### src/rtl/wake_sequencer.sv
module wake_sequencer #(
  parameter int CNT_W = 32
) (
  input  logic             clk,
  input  logic             rst_n,
  input  logic [CNT_W-1:0] cfg_sleep,
  input  logic [CNT_W-1:0] cfg_bb_settle,
  input  logic [CNT_W-1:0] cfg_rf_settle,
  input  logic [CNT_W-1:0] cfg_clk_switch,
  input  logic [CNT_W-1:0] cfg_listen,
  input  logic             det_seen,
  input  logic             det_ok,
  input  logic             det_fail,
  input  logic             corr_done,
  input  logic             corr_match,
  output logic             bb_en,
  output logic             rf_en,
  output logic             cmp_en,
  output logic             fast_clk,
  output logic             det_en,
  output logic             det_abort,
  output logic             corr_start,
  output logic             uart_en,
  output logic             wake_irq,
  output logic [2:0]       status
);

  typedef enum logic [2:0] {
    S_SLEEP, S_BB, S_RF, S_SW, S_LISTEN, S_PRE, S_CORR
  } state_t;

  localparam logic [2:0] ST_NONE = 3'd0, ST_TIMEOUT = 3'd1, ST_PREFAIL = 3'd2,
                         ST_MISS = 3'd3, ST_MATCH = 3'd4;

  state_t state, nxt;
  logic [CNT_W-1:0] cnt;
  logic [CNT_W:0]   cnt_inc;
  logic [CNT_W-1:0] limit;
  logic             expired;
  state_t           after_rf, after_bb, after_sleep;

  assign cnt_inc  = {1'b0, cnt} + 1'b1;
  assign expired  = cnt_inc >= {1'b0, limit};

  assign after_rf    = (cfg_clk_switch != '0) ? S_SW : S_LISTEN;
  assign after_bb    = (cfg_rf_settle  != '0) ? S_RF : after_rf;
  assign after_sleep = (cfg_bb_settle  != '0) ? S_BB : after_bb;

  always_comb begin
    case (state)
      S_SLEEP:  limit = cfg_sleep;
      S_BB:     limit = cfg_bb_settle;
      S_RF:     limit = cfg_rf_settle;
      S_SW:     limit = cfg_clk_switch;
      S_LISTEN: limit = cfg_listen;
      default:  limit = '0;
    endcase
  end

  always_comb begin
    nxt = state;
    case (state)
      S_SLEEP:  if (expired) nxt = after_sleep;
      S_BB:     if (expired) nxt = after_bb;
      S_RF:     if (expired) nxt = after_rf;
      S_SW:     if (expired) nxt = S_LISTEN;
      S_LISTEN: if (det_seen) nxt = S_PRE;
                else if (expired) nxt = S_SLEEP;
      S_PRE:    if (det_fail || det_ok) nxt = det_fail ? S_SLEEP : S_CORR;
      S_CORR:   if (corr_done) nxt = S_SLEEP;
      default:  nxt = S_SLEEP;
    endcase
  end

  always_ff @(posedge clk or negedge rst_n) begin
    if (!rst_n) begin
      state      <= S_SLEEP;
      cnt        <= '0;
      status     <= ST_NONE;
      det_abort  <= 1'b0;
      corr_start <= 1'b0;
      wake_irq   <= 1'b0;
    end else begin
      state      <= nxt;
      cnt        <= (nxt != state) ? '0 : cnt_inc[CNT_W-1:0];
      det_abort  <= 1'b0;
      corr_start <= 1'b0;
      wake_irq   <= 1'b0;
      if (state == S_LISTEN && nxt == S_SLEEP) begin
        status    <= ST_TIMEOUT;
        det_abort <= 1'b1;
      end
      if (state == S_PRE && nxt == S_SLEEP) status <= ST_PREFAIL;
      if (state == S_PRE && nxt == S_CORR) corr_start <= 1'b1;
      if (state == S_CORR && corr_done) begin
        status   <= corr_match ? ST_MATCH : ST_MISS;
        wake_irq <= corr_match;
      end
    end
  end

  assign bb_en    = state != S_SLEEP;
  assign rf_en    = state inside {S_RF, S_SW, S_LISTEN, S_PRE, S_CORR};
  assign cmp_en   = rf_en;
  assign fast_clk = state inside {S_SW, S_LISTEN, S_PRE, S_CORR};
  assign det_en   = state inside {S_LISTEN, S_PRE};
  assign uart_en  = state == S_CORR;

  assert_sleep_quiet_R1: assert property (@(posedge clk) disable iff (!rst_n)
    state == S_SLEEP |-> !bb_en && !rf_en && !cmp_en && !fast_clk && !uart_en);

  assert_listen_bound_R6: assert property (@(posedge clk) disable iff (!rst_n)
    state == S_LISTEN |-> (cnt == '0 || cnt_inc <= {1'b0, cfg_listen}));

  assert_abort_powered_down_R6: assert property (@(posedge clk) disable iff (!rst_n)
    det_abort |-> !bb_en && !rf_en && !det_en && status == ST_TIMEOUT);

  assert_decode_held_R7: assert property (@(posedge clk) disable iff (!rst_n)
    (state == S_PRE && !det_ok && !det_fail) |=> bb_en && rf_en && cmp_en && fast_clk);

  assert_uart_powered_R9: assert property (@(posedge clk) disable iff (!rst_n)
    uart_en |-> bb_en && rf_en && cmp_en && fast_clk && !det_en);

  assert_irq_match_R9: assert property (@(posedge clk) disable iff (!rst_n)
    wake_irq |-> status == ST_MATCH && !uart_en && !bb_en);

  assert_corr_start_R9: assert property (@(posedge clk) disable iff (!rst_n)
    corr_start |-> uart_en && $past(det_ok));

endmodule

### config.mk
export PLATFORM = sky130hd
export DESIGN_NAME = wake_sequencer
export DESIGN_NICKNAME = d
export VERILOG_FILES = /design/src/rtl/wake_sequencer.sv
export SDC_FILE = /design/constraint.sdc
export NUM_CORES = 1
export LEC_CHECK = 0
export BUFFER_PORTS_ARGS = -buffer_cell sky130_fd_sc_hd__buf_4
export CAP_MARGIN = 20
export CORE_MARGIN = 2
export CORE_UTILIZATION = 54
export DETAILED_ROUTE_END_ITERATION = 8
export PLACE_DENSITY = 0.85
export SYNTH_ARGS = -nofsm -noshare
export SYNTH_HDL_FRONTEND = slang
export SYNTH_SLANG_ARGS = --single-unit
### constraint.sdc
create_clock -name clk -period 7.4 [get_ports clk]
set_clock_uncertainty 0.2 [all_clocks]
set_input_delay 1.48 -clock clk [delete_from_list [all_inputs] [get_ports clk]]
set_output_delay 1.48 -clock clk [all_outputs]
set_load 0.05 [all_outputs]
==> results_tabular.tex <==
\begin{tabular}{lr}
\hline
Metric & Value \\
\hline
\multicolumn{2}{l}{\textbf{Power and ir drop}} \\
Clock power share & between 15 and 20\% \\
Areal power density over the cells & about 190 nW/um2 \\
Combinational group share of total power & between 50\% and 60\% \\
Switching share of power & $\sim$45\% \\
Worst vdd ir & 0.000227 V \\
Internal Dissipation & between 0.6 and 0.7 mW \\
Sequential power share & 23.2\% \\
Sw power & between 0.5 and 0.6 mW \\
Leak Pwr & around 2.8 nW \\
\multicolumn{2}{l}{\textbf{Setup path}} \\
Kind of critical path & reg -> reg \\
Worst path bufs/invs & 3 \\
Reg2reg start & state[1] \\
Family with the most delay on the worst path & simple AND/OR/NAND/NOR gates \\
Worst endpoint required time & roughly 7.4 ns \\
Number of cells traversed by the worst register-to-register path & 15 \\
Ordered list of cells on the worst path & nand2b\_1, nor2\_2, buf\_4, nand2\_1, o21ai\_0, a221oi\_1, ha\_1, nand4\_1, nor4\_1, inv\_1, o221ai\_1, nor3\_2, o41ai\_4, buf\_4, a211oi\_1 \\
Critical Path Most Common Cell & buf\_4 \\
Crit-path slowest cell & nor4\_1 \\
Worst Path Max Fanout & 33 \\
Crit path launch & state[1] \\
Type of element capturing the critical path & register \\
Critical path startpoint category & register \\
Worst endpoint data arrival time & about 5.3 ns \\
Maximum single-stage delay on the critical path & $\sim$0.68 ns \\
Critical path depth & 15 \\
\multicolumn{2}{l}{\textbf{GRT}} \\
Met3 usage & $\sim$6.4\% \\
Maximum number of pins on one net before global-route repair & 42 \\
Number of antenna violations at the first check in global routing & 0 \\
Met2 routing resource usage after global routing & a little over three fifths \\
Global Route met1 Usage & 46.8\% \\
First-pass GRT wire length & between 20 and 30 mm \\
Global-route congestion overflow total & 0 \\
Overall global routing resource usage & about 37\% \\
Highest-utilization routing layer at the global route stage & met2 \\
Via count of the first global-routing pass & around 5.2k \\
\multicolumn{2}{l}{\textbf{STA}} \\
Relative slew slack & a little under a third \\
Worst Hold Slack & roughly 0.34 ns \\
Clock period minus final worst setup slack & 5.36 ns \\
Post-route fraction of the period consumed by the critical path & $\sim$72\% \\
Setup slack after layout & between 2 and 2.5 ns \\
RSZ-0062 raised after global routing & no \\
Fin. Hold Viols & 0 \\
Maximum operating frequency & $\sim$190 MHz \\
Count of final max-slew check failures & 0 \\
Count of final setup violators & 0 \\
Tightest Pin Transition & around 1.0 ns \\
Total Negative Setup Slacks & 0 ns \\
\multicolumn{2}{l}{\textbf{Routing}} \\
Detailed Routing Iterations Pass 1 & 5 \\
Antenna-violating nets left & 0 \\
Wire per inst & around 20 um \\
Drt first-iter violations & 400 \\
Via density per instance & around 6.5 \\
Via count & $\sim$5.2k \\
Drt drc & 0 \\
Overall routed net length & roughly 16 mm \\
\multicolumn{2}{l}{\textbf{Synth}} \\
Mean instance size in the synthesized netlist & approximately 8.0 um2 \\
Synthesized Nets & roughly 750 \\
Synth Register Bits & a little over 40 \\
Predominant post-synthesis flop cell & dfrtp\_1 \\
Most numerous cell types in the synthesized netlist & nand2\_1 (62), inv\_1 (42), o21ai\_0 (42) \\
Post-synthesis instance area & about 4300 um2 \\
Number of instances in the synthesized netlist & 547 \\
Most common cell in the netlist & nand2\_1 \\
Distinct cell type count after synthesis & between 40 and 50 \\
Count of yosys warnings during synthesis & 0 \\
Largest cells by area after synthesis & dfrtp\_1 (24\%), ha\_1 (9.5\%), mux2i\_1 (7.4\%) \\
Fraction of the yosys area taken by sequential cells & about a quarter \\
Post-synth top area cell & dfrtp\_1 \\
Proportion of register bits with asynchronous set or reset after synthesis & between 90\% and 100\% \\
Area share of the leading cell type in the synthesized netlist & 23.6\% \\
Count of flip-flops with a built-in enable after synthesis & 0 \\
\multicolumn{2}{l}{\textbf{Clock network}} \\
Hold buffers post-CTS & 0 \\
Clock latency on the worst-skew pair & 0.31 ns \\
Total number of H-tree levels & 2 \\
Post-CTS setup buffers & 0 \\
Clock tree root buffer cell & clkbuf\_8 \\
Quantity of gates resized following cts & 0 \\
TritonCTS Sinks & a little over 40 \\
CTS tree & built \\
TritonCTS buffer count & 5 \\
Clock transition at the registers of the reported paths & 0.09 ns \\
Clk buf depth & 2 \\
\multicolumn{2}{l}{\textbf{Final layout}} \\
Area added between synthesis and finish & 35.5\% \\
Final core utilization & roughly 76\% \\
ANT cells & 0 \\
Nets & slightly above 900 \\
Count of fill cells added during filler insertion & about 600 \\
Fraction of final layout cells sized beyond drive strength 1 & 29.3\% \\
\multicolumn{2}{l}{\textbf{Outcome}} \\
Status & finished clean \\
\multicolumn{2}{l}{\textbf{Floorplanning}} \\
Initial standard-cell utilization of the core & 56.0\% \\
Die Footprint & roughly 9000 um2 \\
Number of top-level pins & between 150 and 200 \\
\# rows & 32 \\
Die Height & $\sim$94 um \\
Die W & 93.7 um \\
CORE AREA & 7770 um2 \\
\multicolumn{2}{l}{\textbf{Place}} \\
Post-DP HPWL & roughly 13 mm \\
Final weighted congestion in routability-driven placement & between 0.9 and 1 \\
Port Buffer Count & approximately 180 \\
Post-placement worst setup slack & around 2.2 ns \\
\multicolumn{2}{l}{\textbf{Job}} \\
Max-cap violations & 0 \\
\multicolumn{2}{l}{\textbf{Min path}} \\
Hold Path Cell Cnt & 1 \\
Worst hold path class & reg -> reg \\
Hold wc startpoint & cnt[0] \\
\hline
\end{tabular}
-- worst register-to-register path, stage by stage (launching register included) --
cell and delay, ns:
dfrtp_2 0.60, nand2b_1 0.30, nor2_2 0.62, buf_4 0.38, nand2_1 0.14, o21ai_0 0.17, a221oi_1 0.09, ha_1 0.34
nand4_1 0.11, nor4_1 0.68, inv_1 0.14, o221ai_1 0.32, nor3_2 0.17, o41ai_4 0.40, buf_4 0.41, a211oi_1 0.14
-- metrics by stage --
| step | cell area [um2] | std cells | power [mW] |
|---|---|---|---|
| after detailed placement | 5750 | 803 | 0.918 |
| final | 5890 | 812 | 1.14 |
| after CTS | 5870 | 811 | 1.12 |
| after global placement | 5730 | 802 | 0.898 |
| after global routing | 5890 | 812 | 1.22 |
| after floorplan | 4350 | 547 | 0.701 |
-- logic make-up after synthesis --
logic type | count (synthesis) | synth area share (%)
AOI/OAI and AO/OA | 149 | 24.7
xor gates and xnor gates | 31 | 6.24
and+or+nand+nor | 188 | 21.7
adders and majority gates | 33 | 9.49
muxes | 32 | 7.36
buffers and inverters | 73 | 6.90
DFF | 41 | 23.6
-- layout by cell type, fill, tap and decap left out, types with 3 or more instances in the layout --
cell type,Yosys,final
a211oi_1,37,37
a21o_1,5,5
a21oi_1,11,11
a221o_1,3,3
a221oi_1,31,31
a31oi_1,3,3
and3_1,4,4
buf_4,1,183
clkbuf_8,0,6
dfrtp_1,41,40
ha_1,33,33
inv_1,42,42
mux2i_1,32,32
nand2_1,62,62
nand2b_1,6,6
nand3_1,20,20
nand4_1,18,18
nor2_1,26,25
nor3_1,8,6
nor3_2,1,3
nor4_1,30,30
o211ai_1,3,3
o21ai_0,42,42
or2_2,3,3
xnor2_1,17,17
xor2_1,14,14
-- worst paths after layout --
check / endpoint / slack, ns
setup reg to reg: cnt[1] / 2.04
setup / recovery: cnt[1] / 2.04
max in group asynchronous: state[1] / 5.63
min in group asynchronous: cnt[14] / 0.95
hold / removal: cnt[0] / 0.34
hold reg to reg: cnt[0] / 0.34
-- power by group through the flow --
stage,Clock [mW],Combinational (mW),Sequential [mW]
global route,0.207,0.741,0.267
finish,0.196,0.679,0.264
detailed placement,0,0.652,0.266
global placement,0,0.632,0.265
CTS,0.195,0.657,0.263
floorplan,0,0.445,0.256
-- sequential cells by signal, indices dropped and copies added (netlist names) --
signal	count
cnt	32
state	3
status	3
corr_start	1
det_abort	1
wake_irq	1
-- routing by layer --
| layer | wire [um] | part of all wire [%] |
|---|---|---|
| met4 | 480 | 3.0 |
| met5 | 0 | 0 |
| met3 | 1460 | 9.1 |
| met1 | 6230 | 39 |
| met2 | 7960 | 49 |
-- final cells by class --
cell class                 instances  area, um2  share of cell area (%)
multi-input combinational        433       3040                    51.5
timing repair buffer             185       1420                    24.1
clock inverter                     2       37.5                   0.637
inverter                          43        161                    2.74
clock buffer                       6       82.6                    1.40
sequential                        41       1030                    17.4
tap                              102        128                    2.17
(Power assumes the default switching activity.)
